$ cat config.mk
export PLATFORM = sky130hd
export DESIGN_NAME = tcap_channel
export DESIGN_NICKNAME = d
export VERILOG_FILES = /design/src/rtl/tcap_pkg.sv /design/src/rtl/tcap_edge.sv /design/src/rtl/tcap_qualify.sv /design/src/rtl/tcap_fifo.sv /design/src/rtl/tcap_channel.sv
export SDC_FILE = /design/constraint.sdc
export NUM_CORES = 1
export LEC_CHECK = 0
export BUFFER_PORTS_ARGS = -buffer_cell sky130_fd_sc_hd__buf_2
export CAP_MARGIN = 25
export CORE_UTILIZATION = 50
export DETAILED_ROUTE_END_ITERATION = 10
export HOLD_SLACK_MARGIN = 0.15
export PLACE_DENSITY = 0.79
export SYNTH_ARGS = -nofsm -noshare
export SYNTH_HDL_FRONTEND = slang
export SYNTH_HIERARCHICAL = 1
export SYNTH_SLANG_ARGS = --single-unit
export TNS_END_PERCENT = 100
$ cat constraint.sdc
create_clock -name clk -period 5.1 [get_ports clk]
set_clock_uncertainty 0.2 [all_clocks]
set_input_delay 0.255 -clock clk [delete_from_list [all_inputs] [get_ports clk]]
set_output_delay 0.255 -clock clk [all_outputs]
set_load 0.01 [all_outputs]
$ cat src/rtl/tcap_pkg.sv
`timescale 1ns/1ps
package tcap_pkg;
   typedef enum logic [2:0] {
      MODE_OFF    = 3'b000,
      MODE_ANY    = 3'b001,
      MODE_FALL   = 3'b010,
      MODE_RISE   = 3'b011,
      MODE_DIV_LO = 3'b100,
      MODE_DIV_HI = 3'b101,
      MODE_RSV6   = 3'b110,
      MODE_RSV7   = 3'b111
   } mode_e;

   localparam int CFG_MODE_LSB = 0;
   localparam int CFG_TSEL_BIT = 3;
   localparam int CFG_CLR_BIT  = 4;
   localparam int CFG_THR_LSB  = 5;

   function automatic logic mode_active(mode_e m);
      return (m == MODE_ANY) || (m == MODE_FALL) || (m == MODE_RISE) ||
             (m == MODE_DIV_LO) || (m == MODE_DIV_HI);
   endfunction
endpackage

$ cat src/rtl/tcap_edge.sv
`timescale 1ns/1ps
module tcap_edge #(
   parameter int STAGES = 2
) (
   input  logic clk,
   input  logic rst_n,
   input  logic pin_async,
   output logic rise,
   output logic fall
);
   logic [STAGES-1:0] chain;
   logic              prev;

   generate
      if (STAGES < 2) begin : g_bad_stages
         $error("tcap_edge: STAGES must be at least 2");
      end
   endgenerate

   always_ff @(posedge clk or negedge rst_n) begin
      if (!rst_n) begin
         chain <= '0;
         prev  <= 1'b0;
      end else begin
         chain <= {chain[STAGES-2:0], pin_async};
         prev  <= chain[STAGES-1];
      end
   end

   assign rise = chain[STAGES-1] & ~prev;
   assign fall = ~chain[STAGES-1] & prev;
endmodule

$ cat src/rtl/tcap_qualify.sv
`timescale 1ns/1ps
module tcap_qualify
   import tcap_pkg::*;
#(
   parameter int PRE_LO = 4,
   parameter int PRE_HI = 16
) (
   input  logic  clk,
   input  logic  rst_n,
   input  mode_e mode,
   input  logic  rise,
   input  logic  fall,
   input  logic  clr,
   output logic  evt
);
   localparam int PRE_MAX = (PRE_LO > PRE_HI) ? PRE_LO : PRE_HI;
   localparam int PCW     = $clog2(PRE_MAX);

   generate
      if (PRE_LO < 2 || PRE_HI < 2) begin : g_bad_pre
         $error("tcap_qualify: prescale ratios must be at least 2");
      end
   endgenerate

   logic [PCW-1:0] cnt;
   logic           div_mode;

   assign div_mode = (mode == MODE_DIV_LO) || (mode == MODE_DIV_HI);

   always_comb begin
      case (mode)
         MODE_ANY:    evt = rise | fall;
         MODE_FALL:   evt = fall;
         MODE_RISE:   evt = rise;
         MODE_DIV_LO: evt = rise && (cnt == PCW'(PRE_LO - 1));
         MODE_DIV_HI: evt = rise && (cnt == PCW'(PRE_HI - 1));
         default:     evt = 1'b0;
      endcase
   end

   always_ff @(posedge clk or negedge rst_n) begin
      if (!rst_n) begin
         cnt <= '0;
      end else if (clr) begin
         cnt <= '0;
      end else if (rise && div_mode) begin
         if (evt) cnt <= '0;
         else     cnt <= cnt + PCW'(1);
      end
   end
endmodule

$ cat src/rtl/tcap_fifo.sv
`timescale 1ns/1ps
module tcap_fifo #(
   parameter int W     = 16,
   parameter int DEPTH = 4
) (
   input  logic                       clk,
   input  logic                       rst_n,
   input  logic                       push,
   input  logic                       pop,
   input  logic [W-1:0]               wdata,
   output logic [W-1:0]               rdata,
   output logic [$clog2(DEPTH+1)-1:0] count
);
   localparam int PW = $clog2(DEPTH);
   localparam int CW = $clog2(DEPTH + 1);

   generate
      if (DEPTH < 2 || (DEPTH & (DEPTH - 1)) != 0) begin : g_bad_depth
         $error("tcap_fifo: DEPTH must be a power of two, at least 2");
      end
   endgenerate

   logic [W-1:0]  mem [DEPTH];
   logic [PW-1:0] wp;
   logic [PW-1:0] rp;

   always_ff @(posedge clk) begin
      if (push) mem[wp] <= wdata;
   end

   always_ff @(posedge clk or negedge rst_n) begin
      if (!rst_n) begin
         wp    <= '0;
         rp    <= '0;
         count <= '0;
      end else begin
         if (push) wp <= wp + PW'(1);
         if (pop)  rp <= rp + PW'(1);
         count <= count + CW'(push) - CW'(pop);
      end
   end

   assign rdata = (count == '0) ? '0 : mem[rp];
endmodule

$ cat src/rtl/tcap_channel.sv
`timescale 1ns/1ps
module tcap_channel
   import tcap_pkg::*;
#(
   parameter int TMR_W       = 16,
   parameter int FIFO_DEPTH  = 4,
   parameter int SYNC_STAGES = 2,
   parameter int PRESCALE_LO = 4,
   parameter int PRESCALE_HI = 16
) (
   input  logic                                 clk,
   input  logic                                 rst_n,
   input  logic                                 pin_async,
   input  logic [TMR_W-1:0]                     tmr_a,
   input  logic [TMR_W-1:0]                     tmr_b,
   input  logic                                 cfg_we,
   input  logic [CFG_THR_LSB+$clog2(FIFO_DEPTH)-1:0] cfg_wdata,
   input  logic                                 rd_en,
   output logic [TMR_W-1:0]                     rd_data,
   output logic                                 buf_ne,
   output logic                                 ovf,
   output logic                                 irq
);
   localparam int THR_W = $clog2(FIFO_DEPTH);
   localparam int CNT_W = $clog2(FIFO_DEPTH + 1);

   generate
      if (TMR_W < 1) begin : g_bad_width
         $error("tcap_channel: TMR_W must be positive");
      end
   endgenerate

   mode_e            mode_q;
   logic             tsel_q;
   logic [THR_W-1:0] thr_q;
   mode_e            wr_mode;
   logic             irq_clr;
   logic             mode_off;
   logic             mode_chg;
   logic             rise;
   logic             fall;
   logic             cap_evt;
   logic [TMR_W-1:0] sel_val;
   logic [CNT_W-1:0] fifo_cnt;
   logic [CNT_W-1:0] cnt_next;
   logic             full;
   logic             push_ok;
   logic             pop_ok;

   assign wr_mode  = mode_e'(cfg_wdata[CFG_MODE_LSB +: 3]);
   assign irq_clr  = cfg_wdata[CFG_CLR_BIT];
   assign mode_off = !mode_active(mode_q);
   assign mode_chg = cfg_we && (wr_mode != mode_q);

   always_ff @(posedge clk or negedge rst_n) begin
      if (!rst_n) begin
         mode_q <= MODE_OFF;
         tsel_q <= 1'b0;
         thr_q  <= '0;
      end else if (cfg_we) begin
         mode_q <= wr_mode;
         tsel_q <= cfg_wdata[CFG_TSEL_BIT];
         thr_q  <= cfg_wdata[CFG_THR_LSB +: THR_W];
      end
   end

   tcap_edge #(.STAGES(SYNC_STAGES)) u_edge (
      .clk       (clk),
      .rst_n     (rst_n),
      .pin_async (pin_async),
      .rise      (rise),
      .fall      (fall)
   );

   tcap_qualify #(.PRE_LO(PRESCALE_LO), .PRE_HI(PRESCALE_HI)) u_qual (
      .clk   (clk),
      .rst_n (rst_n),
      .mode  (mode_q),
      .rise  (rise),
      .fall  (fall),
      .clr   (mode_off || mode_chg),
      .evt   (cap_evt)
   );

   assign sel_val = tsel_q ? tmr_a : tmr_b;
   assign full    = (fifo_cnt == CNT_W'(FIFO_DEPTH));
   assign pop_ok  = rd_en && (fifo_cnt != '0);
   assign push_ok = cap_evt && (!full || pop_ok);
   assign cnt_next = fifo_cnt + CNT_W'(push_ok) - CNT_W'(pop_ok);

   tcap_fifo #(.W(TMR_W), .DEPTH(FIFO_DEPTH)) u_fifo (
      .clk   (clk),
      .rst_n (rst_n),
      .push  (push_ok),
      .pop   (pop_ok),
      .wdata (sel_val),
      .rdata (rd_data),
      .count (fifo_cnt)
   );

   always_ff @(posedge clk or negedge rst_n) begin
      if (!rst_n) begin
         ovf <= 1'b0;
      end else if (mode_off) begin
         ovf <= 1'b0;
      end else if (cap_evt && !push_ok) begin
         ovf <= 1'b1;
      end else if (pop_ok && !push_ok && fifo_cnt == CNT_W'(1)) begin
         ovf <= 1'b0;
      end
   end

   always_ff @(posedge clk or negedge rst_n) begin
      if (!rst_n) begin
         irq <= 1'b0;
      end else if (push_ok && (cnt_next >= CNT_W'(thr_q) + CNT_W'(1))) begin
         irq <= 1'b1;
      end else if (cfg_we && irq_clr) begin
         irq <= 1'b0;
      end
   end

   assign buf_ne = (fifo_cnt != '0);
endmodule

==> summary.md <==
| Metric | Value |
|---|---|
| Status | `complete, but fails checks` |
| Failing checks | `DRC` |
| RSZ-0062 raised after global routing | `false` |
| Setup Fix Bufs, Post-CTS | `0` |
| Worst EP arrival | `3.36 ns` |
| Reg clk slew, reported paths | `0.08 ns` |
| Yosys warns | `6` |
| Cell taking the most area after synthesis | `edfxtp_1` |
| GRT overflow | `0` |
| Clock sinks | `86` |
| Final Total Pwr | `~2100 uW` |
| Top delay family on crit path | `compound AO/OA/AOI/OAI gates` |
| Most used cell, CP | `xnor2_1` |
| Post-synthesis net count | `304` |
| CTS tree | `built` |
| Crit end category | `flop` |
| Number of H-tree levels | `3` |
| Setup TNS | `0 ns` |
| Fin. Hold Viols | `0` |
| Worst Setup EP | `irq$_DFFE_PN0P_` |
| Compound-Gate Fraction of Synth Area | `about 3.7%` |
| Nets | `420` |
| Via count | `~2500` |
| Vias in the first global route | `2550` |
| Synth unique cells | `41` |
| Initial DRC count | `163` |
| Largest family of logic cells by synthesized area | `multiplexers` |
| Synth area leaders | `edfxtp_1 49%, dfrtp_1 14%, mux2_2 6.0%, mux4_1 5.3%, mux4_2 4.5%` |
| Cells after Synth | `246` |
| Synthesized area | `0.003961 sq mm` |
| CTS buffer count | `9` |
| Register bit total from synthesis | `86` |
| Final wirelength | `about 7.7 mm` |
| PwrDens | `423.1 mW/mm^2` |
| Synth top area share | `48.52%` |
| Max clock buf depth | `2` |
| VDD IR-drop max | `roughly 180 uV` |
| Number of max-cap violations | `0` |
| Xor/xnor share of the synthesized area | `2.211%` |
| Antenna fix cells | `0` |
| Per-cell routed wire length | `16.47 um` |
| Final Cell Area | `0.005062 sq mm` |
| First-pass GRT wire length | `approximately 12 mm` |
| Die Footprint | `0.008283 sq mm` |
| CP max-delay cell | `dfrtp_1` |
| Final Core Density | `65.85%` |
| Data required, critical path | `5.12 ns` |
| Stages on worst setup path | `14` |
| Root Buffer | `clkbuf_8` |
| Non-filler cells, final | `468` |
| Hpwl dp | `4.532 mm` |
| Detail Route Antenna Nets | `0` |
| RR Endpoint | `irq$_DFFE_PN0P_` |
| Share of cells above drive strength 1 | `30.87%` |
| Area delta synth->final | `27.80%` |
| I/O pins | `63` |
| Pin count of the biggest net entering global routing | `23` |
| Worst path bufs/invs | `0` |
| Synth Area per Inst | `16.10 sq um` |
| Slew @ Worst Pin | `approximately 0.90 ns` |
| CP startpoint kind | `flop` |
| Area of the multi-input gates | `0.001378 sq mm` |
| Synth Area in Adders | `4.801%` |
| Post-Synth Simple-Gate Area | `8.244%` |
| Die Y-Extent | `91.01 um` |
| Worst reg2reg startpoint | `u_edge/chain[1]$_DFF_PN0_` |
| Critical path class | `flop to flop` |
| Max incr delay on CP | `0.39 ns` |
| Area after DPL | `approximately 0.0043 sq mm` |
| GRT Total Usage | `19.72%` |
| Initial Util | `51.53%` |
| Fillcell total | `562` |
| Worst rel slew slack | `39.79%` |
| Max Slew Vio Count | `0` |
| Critical Path Start | `u_edge/chain[1]$_DFF_PN0_` |
| Die Width | `91.01 um` |
| Min cycle time layout | `3.345 ns` |
| GP Congestion | `0.7649` |
| Sequential cell area | `0.002472 sq mm` |
| Pleak | `0.001990 uW` |
| DRC violations left | `2` |
| Reg2reg setup slack | `between 1.5 and 2 ns` |
| Initial antenna violation count | `0` |
| Row cnt | `32` |
| Fraction of synthesized area in multiplexers | `15.82%` |
| IO buf count | `62` |
| Vias/cell | `5.282` |
| Fin crit share | `65.59%` |
| Sequential fraction of the synthesis area | `around 62%` |
| Core area | `0.007687 sq mm` |
| Worst Reg-to-Reg Cells | `14` |
| Fmax | `299.0 MHz` |
| Final setup violation count | `0` |
| Worst-skew pair later-pin latency | `0.35 ns` |
| Hold WC Path Type | `flop to flop` |
| DRT Pass-1 Iters | `7` |
| Crit-path cells | `and2b_2 > and2b_1 > o21ai_0 > o21a_1 > o22ai_1 > o41ai_4 > xnor2_1 > ha_1 > fa_1 > xnor2_1 > xnor2_1 > ha_1 > a211oi_1 > o31ai_1` |
| Placed insts | `~400` |
| Max Fanout on Critical Path | `4` |
-- Yosys cell counts --
cell and count:
edfxtp_1 64, dfrtp_1 22, mux2_2 21, and2_1 20, inv_1 14, nand2_1 13, ha_1 12, mux4_1 8
mux4_2 8, a21oi_1 6, xnor2_1 6, nor2_1 5, buf_2 4, xor2_1 4, nand3_1 3, o21ai_0 3
or3_1 3, clkbuf_1 2, fa_1 2, nor2b_1 2, nor3_1 2, o211ai_1 2, o31ai_1 2, a211oi_1 1
a21oi_2 1, and2_4 1, and2b_1 1, and2b_2 1, and3_1 1, and3b_1 1, and4bb_2 1, buf_12 1
buf_6 1, nand2b_1 1, nand3b_1 1, o21a_1 1, o21ai_1 1, o22ai_1 1, o41ai_1 1, o41ai_4 1
or3_4 1
-- power by group --
group | switching [uW] | internal [uW] | total (uW) | leakage (uW)
Clock | 243 | 227 | 470 | 0.0000883
Sequential | 102 | 831 | 934 | 0.000848
Combinational | 328 | 410 | 738 | 0.00105
Total | 673 | 1470 | 2140 | 0.00199
-- kinds of logic after synthesis --
family          count (synthesis)
compound gates                 20
xor+xnor                       10
fa+ha+maj                      14
buf+inv                        22
flops                          86
mux                            37
simple gates                   57
-- sequential cells by signal (all words and copies together), names as in the netlist --
name          count
irq               1
mode_q            3
ovf               1
thr_q             2
tsel_q            1
u_edge/chain      2
u_edge/prev       1
u_fifo/count      3
u_fifo/mem       64
u_fifo/rp         2
u_fifo/wp         2
u_qual/cnt        4
-- stage by stage --
step | worst slack [ns] | hold slack [ns]
2_1_floorplan | 2.032 | -0.2406
3_3_place_gp | 1.931 | 0.05083
3_5_place_dp | 1.822 | 0.05031
4_1_cts | 1.783 | 0.1580
5_1_grt | 1.559 | 0.1755
6_report | 1.755 | 0.1573
-- worst register-to-register path: cells and delay by family, from the launching register on --
family	cells	cell delay, ns
AO/OA/AOI/OAI	6	1.00
XOR/XNOR	3	0.47
adder cells (fa/ha/maj)	3	0.83
flip-flops	1	0.39
AND/OR/NAND/NOR	2	0.33
-- cell usage in the layout (no fill, tap or decap), types with 4 or more instances in the layout --
| master | count |
|---|---|
| a21oi_1 | 6 |
| and2_1 | 20 |
| buf_2 | 62 |
| clkbuf_8 | 9 |
| dfrtp_1 | 22 |
| dlygate4sd3_1 | 50 |
| edfxtp_1 | 64 |
| ha_1 | 12 |
| inv_1 | 14 |
| mux2_2 | 21 |
| mux4_1 | 8 |
| mux4_2 | 8 |
| nand2_1 | 13 |
| nor2_1 | 5 |
| xnor2_1 | 6 |
| xor2_1 | 4 |
-- metal layers --
metal  track usage, %  up-vias  wire, um
met2            35.04       66      4079
met3            3.685       18       227
met1            23.22     1238      3215
met4            8.995        0       187
li1                 -     1150         -
met5                0        -         0
-- worst min-delay path by stage --
stage          slack, ns                         to                       from  cells after the start
6_report            0.16  u_edge/chain[1]$_DFF_PN0_  u_edge/chain[0]$_DFF_PN0_                      0
5_1_grt             0.18  u_edge/chain[1]$_DFF_PN0_  u_edge/chain[0]$_DFF_PN0_                      0
4_1_cts             0.16  u_edge/chain[1]$_DFF_PN0_  u_edge/chain[0]$_DFF_PN0_                      0
3_5_place_dp        0.05  u_edge/chain[1]$_DFF_PN0_                      rst_n                      1
3_3_place_gp        0.05      mode_q[2]$_DFFE_PN0P_                      rst_n                      1
2_1_floorplan      -0.24            irq$_DFFE_PN0P_                      rst_n                      0
-- final cells by class --
| class | count | share of cell area (%) |
|---|---|---|
| clock buffer | 9 | 2.447 |
| tap | 102 | 2.521 |
| sequential | 86 | 48.84 |
| multi-input combinational | 138 | 27.21 |
| inverter | 14 | 1.038 |
| clock inverter | 6 | 1.384 |
| timing repair buffer | 113 | 16.56 |
-- repair_timing --
item | in CTS | in global routing
resized for setup | 0 | 0
hold buffers | 50 | 0
hold endpoints to repair | 96 | 0
Power figures use the tool's default switching activity.
